`src/rtl/yuvpx_pkg.sv`:
```
package yuvpx_pkg;

    localparam int GROUP_BYTES = 8;
    localparam int PIX_PER_GRP = 4;
    localparam logic [7:0] LUMA_MASK = 8'hFE;
    localparam logic [15:0] U_GAIN = 16'sd226;
    localparam logic [15:0] V_GAIN = 16'sd179;

    typedef struct packed {
        logic [7:0] r;
        logic [7:0] g;
        logic [7:0] b;
    } rgb_t;

    typedef struct packed {
        logic signed [9:0] u;
        logic signed [9:0] v;
    } chroma_t;

    // exact signed divide by 127, truncating toward zero
    function automatic logic signed [9:0] div127_trunc(input logic signed [15:0] p);
        logic [15:0] mag;
        logic [9:0]  q;
        logic [15:0] rem;
        mag = p[15] ? 16'(-p) : 16'(p);
        q   = 10'((26'(mag) * 26'd516) >> 16);
        rem = mag - 16'(q) * 16'd127;
        if (rem >= 16'd127) q = q + 10'd1;
        return p[15] ? $signed(-q) : $signed(q);
    endfunction

    function automatic logic signed [9:0] scale_chroma(input logic [7:0] c,
                                                       input logic [15:0] gain);
        logic signed [15:0] prod;
        prod = $signed({{8{c[7]}}, c}) * $signed(gain);
        return div127_trunc(prod);
    endfunction

    function automatic logic [7:0] sat8(input logic signed [11:0] x);
        if (x < 0)           return 8'd0;
        else if (x > 12'sd255) return 8'd255;
        else                 return x[7:0];
    endfunction

endpackage

```
`src/rtl/yuvpx_unpack.sv`:
```
module yuvpx_unpack #(
    parameter int LINE_BYTES = 1536,
    localparam int OFF_W = $clog2(LINE_BYTES + 1),
    localparam int GRP_W = $clog2(LINE_BYTES / yuvpx_pkg::GROUP_BYTES)
) (
    input  logic             clk,
    input  logic             rst,
    input  logic             in_valid,
    input  logic [7:0]       in_data,
    input  logic             in_sol,
    output logic             in_ready,
    input  logic             grp_take,
    output logic             grp_full,
    output logic [7:0]       luma [yuvpx_pkg::PIX_PER_GRP],
    output logic [7:0]       u_raw,
    output logic [7:0]       v_raw,
    output logic [GRP_W-1:0] grp_base
);
    import yuvpx_pkg::*;

    logic [OFF_W-1:0] off_q;
    logic [OFF_W-1:0] eff_off;
    logic [2:0]       phase;
    logic             accept;
    logic             in_line;

    assign in_ready = !grp_full;
    assign accept   = in_valid && in_ready;
    assign eff_off  = in_sol ? '0 : off_q;
    assign in_line  = eff_off < OFF_W'(LINE_BYTES);
    assign phase    = eff_off[2:0];

    always_ff @(posedge clk) begin
        if (rst) begin
            off_q    <= '0;
            grp_full <= 1'b0;
            grp_base <= '0;
            u_raw    <= '0;
            v_raw    <= '0;
        end else begin
            if (grp_take) grp_full <= 1'b0;
            if (accept) begin
                off_q <= in_line ? eff_off + OFF_W'(1) : eff_off;
                if (in_line && phase[0]) begin
                    unique case (phase[2:1])
                        2'd0: begin u_raw[7:6] <= in_data[7:6]; v_raw[7:6] <= in_data[5:4]; end
                        2'd1: begin u_raw[5:4] <= in_data[7:6]; v_raw[5:4] <= in_data[5:4]; end
                        2'd2: begin u_raw[3:2] <= in_data[7:6]; v_raw[3:2] <= in_data[5:4]; end
                        2'd3: begin u_raw[1:0] <= in_data[7:6]; v_raw[1:0] <= in_data[5:4]; end
                    endcase
                    if (phase == 3'd7) begin
                        grp_full <= 1'b1;
                        grp_base <= GRP_W'(eff_off >> 3);
                    end
                end
            end
        end
    end

    // one luma lane per pixel slot
    for (genvar k = 0; k < PIX_PER_GRP; k++) begin : g_luma
        always_ff @(posedge clk) begin
            if (rst) begin
                luma[k] <= '0;
            end else if (accept && in_line && !phase[0] && phase[2:1] == 2'(k)) begin
                luma[k] <= in_data & LUMA_MASK;
            end
        end
    end

endmodule

```
`src/rtl/yuvpx_chroma_scale.sv`:
```
module yuvpx_chroma_scale (
    input  logic [7:0]          u_raw,
    input  logic [7:0]          v_raw,
    output yuvpx_pkg::chroma_t  chroma
);
    import yuvpx_pkg::*;

    always_comb begin
        chroma.u = scale_chroma(u_raw, U_GAIN);
        chroma.v = scale_chroma(v_raw, V_GAIN);
    end

endmodule

```
`src/rtl/yuvpx_convert.sv`:
```
module yuvpx_convert (
    input  logic [7:0]         y,
    input  yuvpx_pkg::chroma_t chroma,
    output yuvpx_pkg::rgb_t    pix
);
    import yuvpx_pkg::*;

    logic signed [11:0] r_sum, b_sum, g_sum;
    logic [7:0]         r_c, b_c;
    logic [8:0]         y_term;
    logic [7:0]         r_term;
    logic [5:0]         b_term;

    always_comb begin
        r_sum  = $signed({4'b0, y}) + $signed({{2{chroma.v[9]}}, chroma.v});
        b_sum  = $signed({4'b0, y}) + $signed({{2{chroma.u[9]}}, chroma.u});
        r_c    = sat8(r_sum);
        b_c    = sat8(b_sum);
        y_term = 9'((20'(y) * 20'd436) >> 8);
        r_term = 8'((16'(r_c) * 16'd130) >> 8);
        b_term = 6'((14'(b_c) * 14'd50) >> 8);
        g_sum  = $signed({3'b0, y_term}) - $signed({4'b0, r_term}) - $signed({6'b0, b_term});
        pix.r  = r_c;
        pix.b  = b_c;
        pix.g  = sat8(g_sum);
    end

endmodule

```
`src/rtl/yuv411_rgb_conv.sv`:
```
module yuv411_rgb_conv #(
    parameter int LINE_BYTES = 1536,
    localparam int GRP_W = $clog2(LINE_BYTES / yuvpx_pkg::GROUP_BYTES),
    localparam int IDX_W = GRP_W + 2
) (
    input  logic             clk,
    input  logic             rst,
    input  logic             in_valid,
    output logic             in_ready,
    input  logic [7:0]       in_data,
    input  logic             in_sol,
    output logic             out_valid,
    input  logic             out_ready,
    output logic [7:0]       out_r,
    output logic [7:0]       out_g,
    output logic [7:0]       out_b,
    output logic [IDX_W-1:0] out_idx
);
    import yuvpx_pkg::*;

    logic             grp_full;
    logic             grp_take;
    logic [7:0]       luma [PIX_PER_GRP];
    logic [7:0]       u_raw, v_raw;
    logic [GRP_W-1:0] grp_base;
    logic [1:0]       sel_q;
    chroma_t          chroma;
    rgb_t             pix;

    yuvpx_unpack #(.LINE_BYTES(LINE_BYTES)) i_unpack (
        .clk      (clk),
        .rst      (rst),
        .in_valid (in_valid),
        .in_data  (in_data),
        .in_sol   (in_sol),
        .in_ready (in_ready),
        .grp_take (grp_take),
        .grp_full (grp_full),
        .luma     (luma),
        .u_raw    (u_raw),
        .v_raw    (v_raw),
        .grp_base (grp_base)
    );

    yuvpx_chroma_scale i_scale (
        .u_raw  (u_raw),
        .v_raw  (v_raw),
        .chroma (chroma)
    );

    yuvpx_convert i_conv (
        .y      (luma[sel_q]),
        .chroma (chroma),
        .pix    (pix)
    );

    assign out_valid = grp_full;
    assign grp_take  = out_valid && out_ready && (sel_q == 2'd3);
    assign out_r     = pix.r;
    assign out_g     = pix.g;
    assign out_b     = pix.b;
    assign out_idx   = {grp_base, sel_q};

    always_ff @(posedge clk) begin
        if (rst)                         sel_q <= '0;
        else if (out_valid && out_ready) sel_q <= sel_q + 2'd1;
    end

endmodule

```
`config.mk`:
```
export PLATFORM = sky130hd
export DESIGN_NAME = yuv411_rgb_conv
export DESIGN_NICKNAME = d
export VERILOG_FILES = /design/src/rtl/yuvpx_pkg.sv /design/src/rtl/yuvpx_unpack.sv /design/src/rtl/yuvpx_chroma_scale.sv /design/src/rtl/yuvpx_convert.sv /design/src/rtl/yuv411_rgb_conv.sv
export SDC_FILE = /design/constraint.sdc
export NUM_CORES = 1
export LEC_CHECK = 0
export BUFFER_PORTS_ARGS = -buffer_cell sky130_fd_sc_hd__buf_4
export CORE_ASPECT_RATIO = 0.6
export CORE_MARGIN = 4
export CORE_UTILIZATION = 25
export CTS_CLUSTER_DIAMETER = 150
export CTS_CLUSTER_SIZE = 14
export DETAILED_ROUTE_END_ITERATION = 8
export PLACE_DENSITY = 0.41
export RECOVER_POWER = 50
export SYNTH_ARGS = -nofsm -noshare
export SYNTH_HDL_FRONTEND = slang
export SYNTH_SLANG_ARGS = --single-unit
```
`constraint.sdc`:
```
create_clock -name clk -period 29.5 [get_ports clk]
set_clock_uncertainty 0.05 [all_clocks]
set_input_delay 2.95 -clock clk [delete_from_list [all_inputs] [get_ports clk]]
set_output_delay 2.95 -clock clk [all_outputs]
set_load 0.03 [all_outputs]
```
==> impl_results.md, run 1 <==
- Outcome: finished with violations
- Violated checks: max-capacitance violations, max-slew violations
- Root Buffer: clkbuf_16
- Die H: 204 um
- CP startpoint: i_unpack.v_raw[5]
- Final Hold Viols: 0
- Worst path slowest cell: nor4_4
- Die area: 0.0683 mm2
- Placement Cell Area: 0.0173 mm2
- Diode count: 0
- P&R area growth vs syn: 9.69%
- Req. time, crit path: 26.50 ns
- CP arrival: 22.09 ns
- Mapped Cells: 1,869
- Worst hold start: i_unpack.grp_base[2]
- Fill cell count: 6,822
- Total CTS buffers: 9
- Area contributors post-synth: ha_1 (23%), fa_1 (15%), dfxtp_1 (8.2%)
- DR pass1 iterations: 5
- Most common cell in the synthesized netlist: ha_1
- Largest family of logic cells by synthesized area: adder cells
- Layout cells sized above 1: 6.40%
- Row cnt: 71
- MaxCap Viol Count: 1
- Power Density: 75.0 mW/mm2
- Worst VDD drop: 0.0781 mV
- Clock Sink Count: 66
- Remaining antenna violation count: 0
- Area of the multi-input gates: 0.0135 mm2
- Hold-fix buffers, CTS: 0
- Initial antenna violation count: 0
- First-pass GRT wire length: 70,600 um
- Critical Path Source Type: flip-flop
- Pleak: 8.95 nW
- Total track usage: 12.9%
- Critical path buffer and inverter count: 12
- Async set-reset flop share out of synthesis: 0%
- Reg2Reg Setup Slack: 26.87 ns
- Most used cell along the critical path: ha_1
- Setup slack after layout: 4.41 ns
- Remaining DRCs: 0
- Setup violators final: 0
- Place WS: 4.97 ns
- CP Class: flip-flop to output port
- XOR/XNOR Fraction of Synth Area: 9.21%
- Sequential cell area: 0.00132 mm2
- Via/cell ratio: 4.73
- Critical path's top delay family: adder cells
- CTS tree: built
- Postcts setup bufs: 0
- Hold Crit Class: flip-flop to flip-flop
- Hold depth: 2
- Total Negative Setup Slacks: 0 ns
- Area fraction of the dominant cell type after synthesis: 23.0%
- CP endpoint: out_g[6]
- Post_cts resized: 0
- CP Capture Type: output port
- Largest net degree at the start of global routing: 67
- Simple-gate portion of the synthesized area: 14.2%
- Slowest stage delay, CP: 0.76 ns
- Global placer's final weighted congestion: 0.804
- Clock Tree Buf Depth: 2
- Syn avg cell area: 8.57 um2
- Main flop type after synthesis: dfxtp_1
- Nets: 2,330
- Total grt overflow: 0
- Seq/Total Area, Yosys: 8.25%
- Synth Area in Adders: 38.1%
- Multiplexer share of the synthesized area: 4.78%
- Clock slew at reported path FFs: 0.06 ns
- Largest area contributor in the netlist: ha_1
- Mapped Area: 0.0160 mm2
- I/O Buffers: 47
- Chip Width: 335 um
- Final Cycle Share: 85.1%
- Drt first-iter violations: 989
- Fmax achieved: 0.0399 GHz
- Seq cells post-synth: 66
- Worst slew pin tran: 3.24 ns
- Yosys cell types: 102
- H-tree depth: 3
- EDFF count, synth: 0
- Via count: 13,000
- Initial Utilization: 25.4%
- Worst R2R Path Depth: 6
- Cell area after layout: 0.0176 mm2
- DR WL/cell: 16.2 um
- Unrepaired setup endpoints after global routing: no
- Top post-synthesis cells by count: ha_1 (294), inv_1 (289), nor2_1 (136), fa_1 (121), a21oi_1 (100)
- Vias in the first global route: 12,200
- Core area: 0.0631 mm2
- Post-synthesis compound-gate area fraction: 17.5%
- Tmin final: 25.09 ns
- # IOs: 49
- DP HPWL: 38,700 um
- Final slew viol count: 67
- Routed wire length: 44,400 um
- Ys Warns: 0
- Worst-Skew Late Latency: 0.35 ns
- Worst r2r src: i_unpack.grp_full
- Critical-path maximum fanout: 14
- Relative slew margins: -116%
- Capture point of the worst reg-to-reg path: i_unpack.luma[2]
- Crit path depth: 75
-- flip-flops by register name, summed over array words and instances, names as in the netlist --
| register | flops |
|---|---|
| i_unpack.luma | 28 |
| i_unpack.off_q | 11 |
| i_unpack.grp_base | 8 |
| i_unpack.u_raw | 8 |
| i_unpack.v_raw | 8 |
| sel_q | 2 |
| i_unpack.grp_full | 1 |
-- cell type report --
| type | instances | area share [%] |
|---|---|---|
| Inverter | 294 | 6.28 |
| Tap cell | 839 | 5.97 |
| Timing Repair Buffer | 50 | 1.86 |
| Clock inverter | 5 | 0.313 |
| Multi-Input combinational cell | 1481 | 76.7 |
| Clock buffer | 10 | 1.36 |
| Sequential cell | 66 | 7.52 |
-- cell usage in the layout, fill, tap and decap left out, types with 11 or more instances in the layout --
| cell | instances |
|---|---|
| a211oi_1 | 15 |
| a21o_1 | 51 |
| a21oi_1 | 100 |
| and2_1 | 17 |
| and3_1 | 16 |
| buf_4 | 37 |
| clkbuf_1 | 13 |
| conb_1 | 11 |
| dfxtp_1 | 66 |
| fa_1 | 121 |
| ha_1 | 294 |
| inv_1 | 289 |
| mux2i_1 | 54 |
| nand2_1 | 79 |
| nand2b_1 | 20 |
| nand3_1 | 28 |
| nand4_1 | 16 |
| nor2_1 | 136 |
| nor2b_1 | 28 |
| nor3_1 | 29 |
| nor3b_1 | 13 |
| o211ai_1 | 12 |
| o21a_1 | 27 |
| o21ai_0 | 42 |
| o21bai_1 | 12 |
| or3_1 | 14 |
| xnor2_1 | 98 |
| xor2_1 | 44 |
-- worst register-to-register path, delay by kind of cell (launching register included) --
kind	cells	cell delay (ns)
simple gates	5	1.59
flops	1	0.43
mux	1	0.31
-- how the worst min path moves through the flow --
stage / end / slack (ns)
floorplan: i_unpack.off_q[1] / 0.40
global placement: i_unpack.grp_base[2] / 0.40
detailed placement: i_unpack.grp_base[2] / 0.40
CTS: i_unpack.grp_base[2] / 0.41
global route: i_unpack.grp_base[2] / 0.43
finish: i_unpack.grp_base[2] / 0.40
-- metrics by stage --
| stage | utilization [%] | power, W | instances | hold slack [ns] |
|---|---|---|---|---|
| 5_1_grt | 27.9 | 0.00147 | 2745 | 0.430 |
| 3_3_place_gp | 27.5 | 0.00119 | 2730 | 0.397 |
| 3_5_place_dp | 27.5 | 0.00120 | 2730 | 0.400 |
| 2_1_floorplan | - | 0.000916 | 1878 | 0.395 |
| 4_1_cts | 27.9 | 0.00132 | 2745 | 0.408 |
| 6_report | 27.9 | 0.00132 | 2745 | 0.403 |
-- where the power goes --
part           total [W]  switching (W)  internal, W
Combinational    0.00112       0.000659     0.000458
Sequential     0.0000912     0.00000103    0.0000902
Clock           0.000110      0.0000427    0.0000669
Total            0.00132       0.000703     0.000615
-- routing by layer --
layer	global-route usage, %	wire (um)	up-vias
li1	-	-	6531
met1	23.2	27200	6195
met2	15.8	15000	240
met3	1.48	2020	11
met4	0.971	133	0
met5	0	0	-
-- logic make-up (layout without fill, tap and decap cells) --
kind of cell | after synthesis | after routing
and+or+nand+nor | 445 | 445
adders and majority gates | 416 | 416
AOI/OAI and AO/OA | 388 | 388
buffers and inverters | 331 | 359
xor gates and xnor gates | 154 | 154
muxes | 67 | 67
DFF | 66 | 66
other | 2 | 11
(Power assumes the default switching activity.)
==> run 2, diff against run 1 <==
Settings changed: CTS_BUF_LIST from default to sky130_fd_sc_hd__clkbuf_16.
==> run 2 against run 1 <==
Compared with the run above: the flow still finishes with violations (max-capacitance violations, max-slew violations); register-to-register slack is essentially flat; sequential share of layout area about the same; setup slack got worse by 0.066 ns; final cell count stayed put; wire length about the same; global-route usage is essentially flat; total power decreased by 0.31%; hold slack gained 0.00072 ns; final area about the same; largest cell class unchanged.
==> impl_results.md, run 2 (same netlist as run 1, synthesis figures left out) <==
- Outcome: finished with violations
- Violated checks: max-capacitance violations, max-slew violations
- Leading cell types in the layout, fill and taps excluded: ha_1 (294), inv_1 (289), nor2_1 (136), fa_1 (121), a21oi_1 (100)
- Total grt overflow: 0 (unchanged)
- Regs by FF count: i_unpack.luma x28, i_unpack.off_q x11
- Root Buffer: clkbuf_16
- Global placer's final weighted congestion: 0.804 (unchanged)
- DR WL/cell: 16.2 um (about the same)
- Gate power share: 84.9% (about the same)
- Met3 Wirelength: 2180 um (+8.1%)
- Core area: 0.0631 mm2 (unchanged)
- CP arrival: 22.16 ns (+0.07 ns)
- P&R area growth vs syn: 9.63% (about the same)
- Nets: 2,330 (unchanged)
- CP Class: flip-flop to output port
- Unrepaired setup endpoints after global routing: no
- Worst path slowest cell: nor4_4
- Layout cells sized above 1: 6.35% (-0.052 points)
- # IOs: 49 (unchanged)
- Routed wire length: 44,300 um (about the same)
- Tmin final: 25.16 ns (+0.0665 ns)
- Total CTS buffers: 9 (unchanged)
- DP HPWL: 38,700 um (unchanged)
- Place WS: 4.97 ns (unchanged)
- Setup slack after layout: 4.34 ns (-0.0665 ns)
- Row cnt: 71 (unchanged)
- Setup violators final: 0 (unchanged)
- DR pass1 iterations: 5 (unchanged)
- Worst-Skew Late Latency: 0.35 ns (about the same)
- Largest net degree at the start of global routing: 67 (unchanged)
- Final Hold Viols: 0 (unchanged)
- Drt first-iter violations: 980 (-0.91%)
- Critical-path maximum fanout: 14 (unchanged)
- Chip Width: 335 um (unchanged)
- Remaining antenna violation count: 0 (unchanged)
- Worst VDD drop: 0.0776 mV (-0.59%)
- Pleak: 8.94 nW (about the same)
- Vias in the first global route: 12,100 (-0.082%)
- Post_cts resized: 0 (unchanged)
- CTS tree: built
- Final Cycle Share: 85.3% (+0.23 points)
- Via count: 13,000 (+0.077%)
- H-tree depth: 3 (unchanged)
- Fill cell count: 6,825 (+0.044%)
- Final core occ: 27.8% (about the same)
- Total track usage: 12.9% (about the same)
- Via/cell ratio: 4.73 (about the same)
- Worst slew pin tran: 3.25 ns (+0.00828 ns)
- Initial antenna violation count: 0 (unchanged)
- Clock power frac: 8.1% (-0.2 points)
- Sequential share of power: 6.9% (about the same)
- Final hold slack: 0.404 ns (+0.000723 ns)
- Slowest stage delay, CP: 0.76 ns (about the same)
- Sw Share: 53.4% (+0.063 points)
- Top Metal Used: met4
- Met2 routed wirelength: 15,000 um (about the same)
- Remaining DRCs: 0 (unchanged)
- Postcts setup bufs: 0 (unchanged)
- Hold Crit Class: flip-flop to flip-flop
- Pint: 0.000612 W (-0.44%)
- Diode count: 0 (unchanged)
- CP Capture Type: output port
- Relative slew margins: -117% (-0.55 points)
- Fmax achieved: 0.0398 GHz (-0.26%)
- Most common cell after layout, fill and taps aside: ha_1
- Most flops, register: i_unpack.luma
- NetSw: 0.000702 W (-0.19%)
- Clock Sink Count: 66 (unchanged)
- First-pass GRT wire length: 70,600 um (about the same)
- Die area: 0.0683 mm2 (unchanged)
- Max reg flops: 28 (unchanged)
- Clock slew at reported path FFs: 0.06 ns (about the same)
- Final slew viol count: 67 (unchanged)
- MaxCap Viol Count: 1 (unchanged)
- Hold-fix buffers, CTS: 0 (unchanged)
- Power Density: 74.8 mW/mm2 (-0.25%)
- Initial Utilization: 25.4% (unchanged)
- Total Negative Setup Slacks: 0 ns (unchanged)
- Clock Tree Buf Depth: 2 (unchanged)
- DRT met1 WL: 27,100 um (-0.64%)
- Critical Path Source Type: flip-flop
- Most used cell along the critical path: ha_1
- I/O Buffers: 47 (unchanged)
- Die H: 204 um (unchanged)
- Req. time, crit path: 26.50 ns (about the same)
==> run 2: layout make-up <==
class	instances	area, um2	area share, %
clock buffers	9	225	1.28
clock inverters	6	58.8	0.335
inverters	294	1100	6.28
multi-input cells	1481	13500	76.7
flip-flops and latches	66	1320	7.52
well taps	839	1050	5.98
repair buffers	50	327	1.86
==> run 2: critical path: cells and delay by family (launching register included) <==
kind                     cells  cell delay, ns
AO/OA/AOI/OAI               19            5.29
XOR/XNOR                     5            2.04
adder cells (fa/ha/maj)     20            7.75
buffers and inverters       12            0.98
flip-flops                   1            0.53
multiplexers                 1            0.46
AND/OR/NAND/NOR             18            4.69
==> run 2: final timing paths <==
| path | start | end | slack [ns] | cells past startpoint |
|---|---|---|---|---|
| max | i_unpack.v_raw[5] | out_g[6] | 4.34 | 75 |
| min | i_unpack.grp_base[2] | i_unpack.grp_base[2] | 0.40 | 2 |
| max reg2reg | i_unpack.grp_full | i_unpack.luma[2] | 26.87 | 6 |
| min reg2reg | i_unpack.grp_base[2] | i_unpack.grp_base[2] | 0.40 | 2 |
==> run 2: power by group through the flow <==
stage | sequential (W) | combinational, W | clock (W)
after floorplan | 0.0000928 | 0.000823 | 0
after global placement | 0.0000932 | 0.00110 | 0
after detailed placement | 0.0000932 | 0.00110 | 0
after CTS | 0.0000912 | 0.00112 | 0.000112
after global routing | 0.0000914 | 0.00126 | 0.000115
final | 0.0000912 | 0.00112 | 0.000107
==> run 2: through the flow <==
stage,instances,area (um2),total power (W)
floorplan,1878,16100,0.000916
global placement,2730,17300,0.00119
detailed placement,2730,17300,0.00120
CTS,2745,17600,0.00132
global route,2745,17600,0.00147
finish,2745,17600,0.00131
==> run 2: metal layers <==
metal / vias up / GRT usage, %
met4: 0 / 0.971
met1: 6189 / 23.2
li1: 6532 / -
met5: - / 0
met3: 11 / 1.48
met2: 255 / 15.8
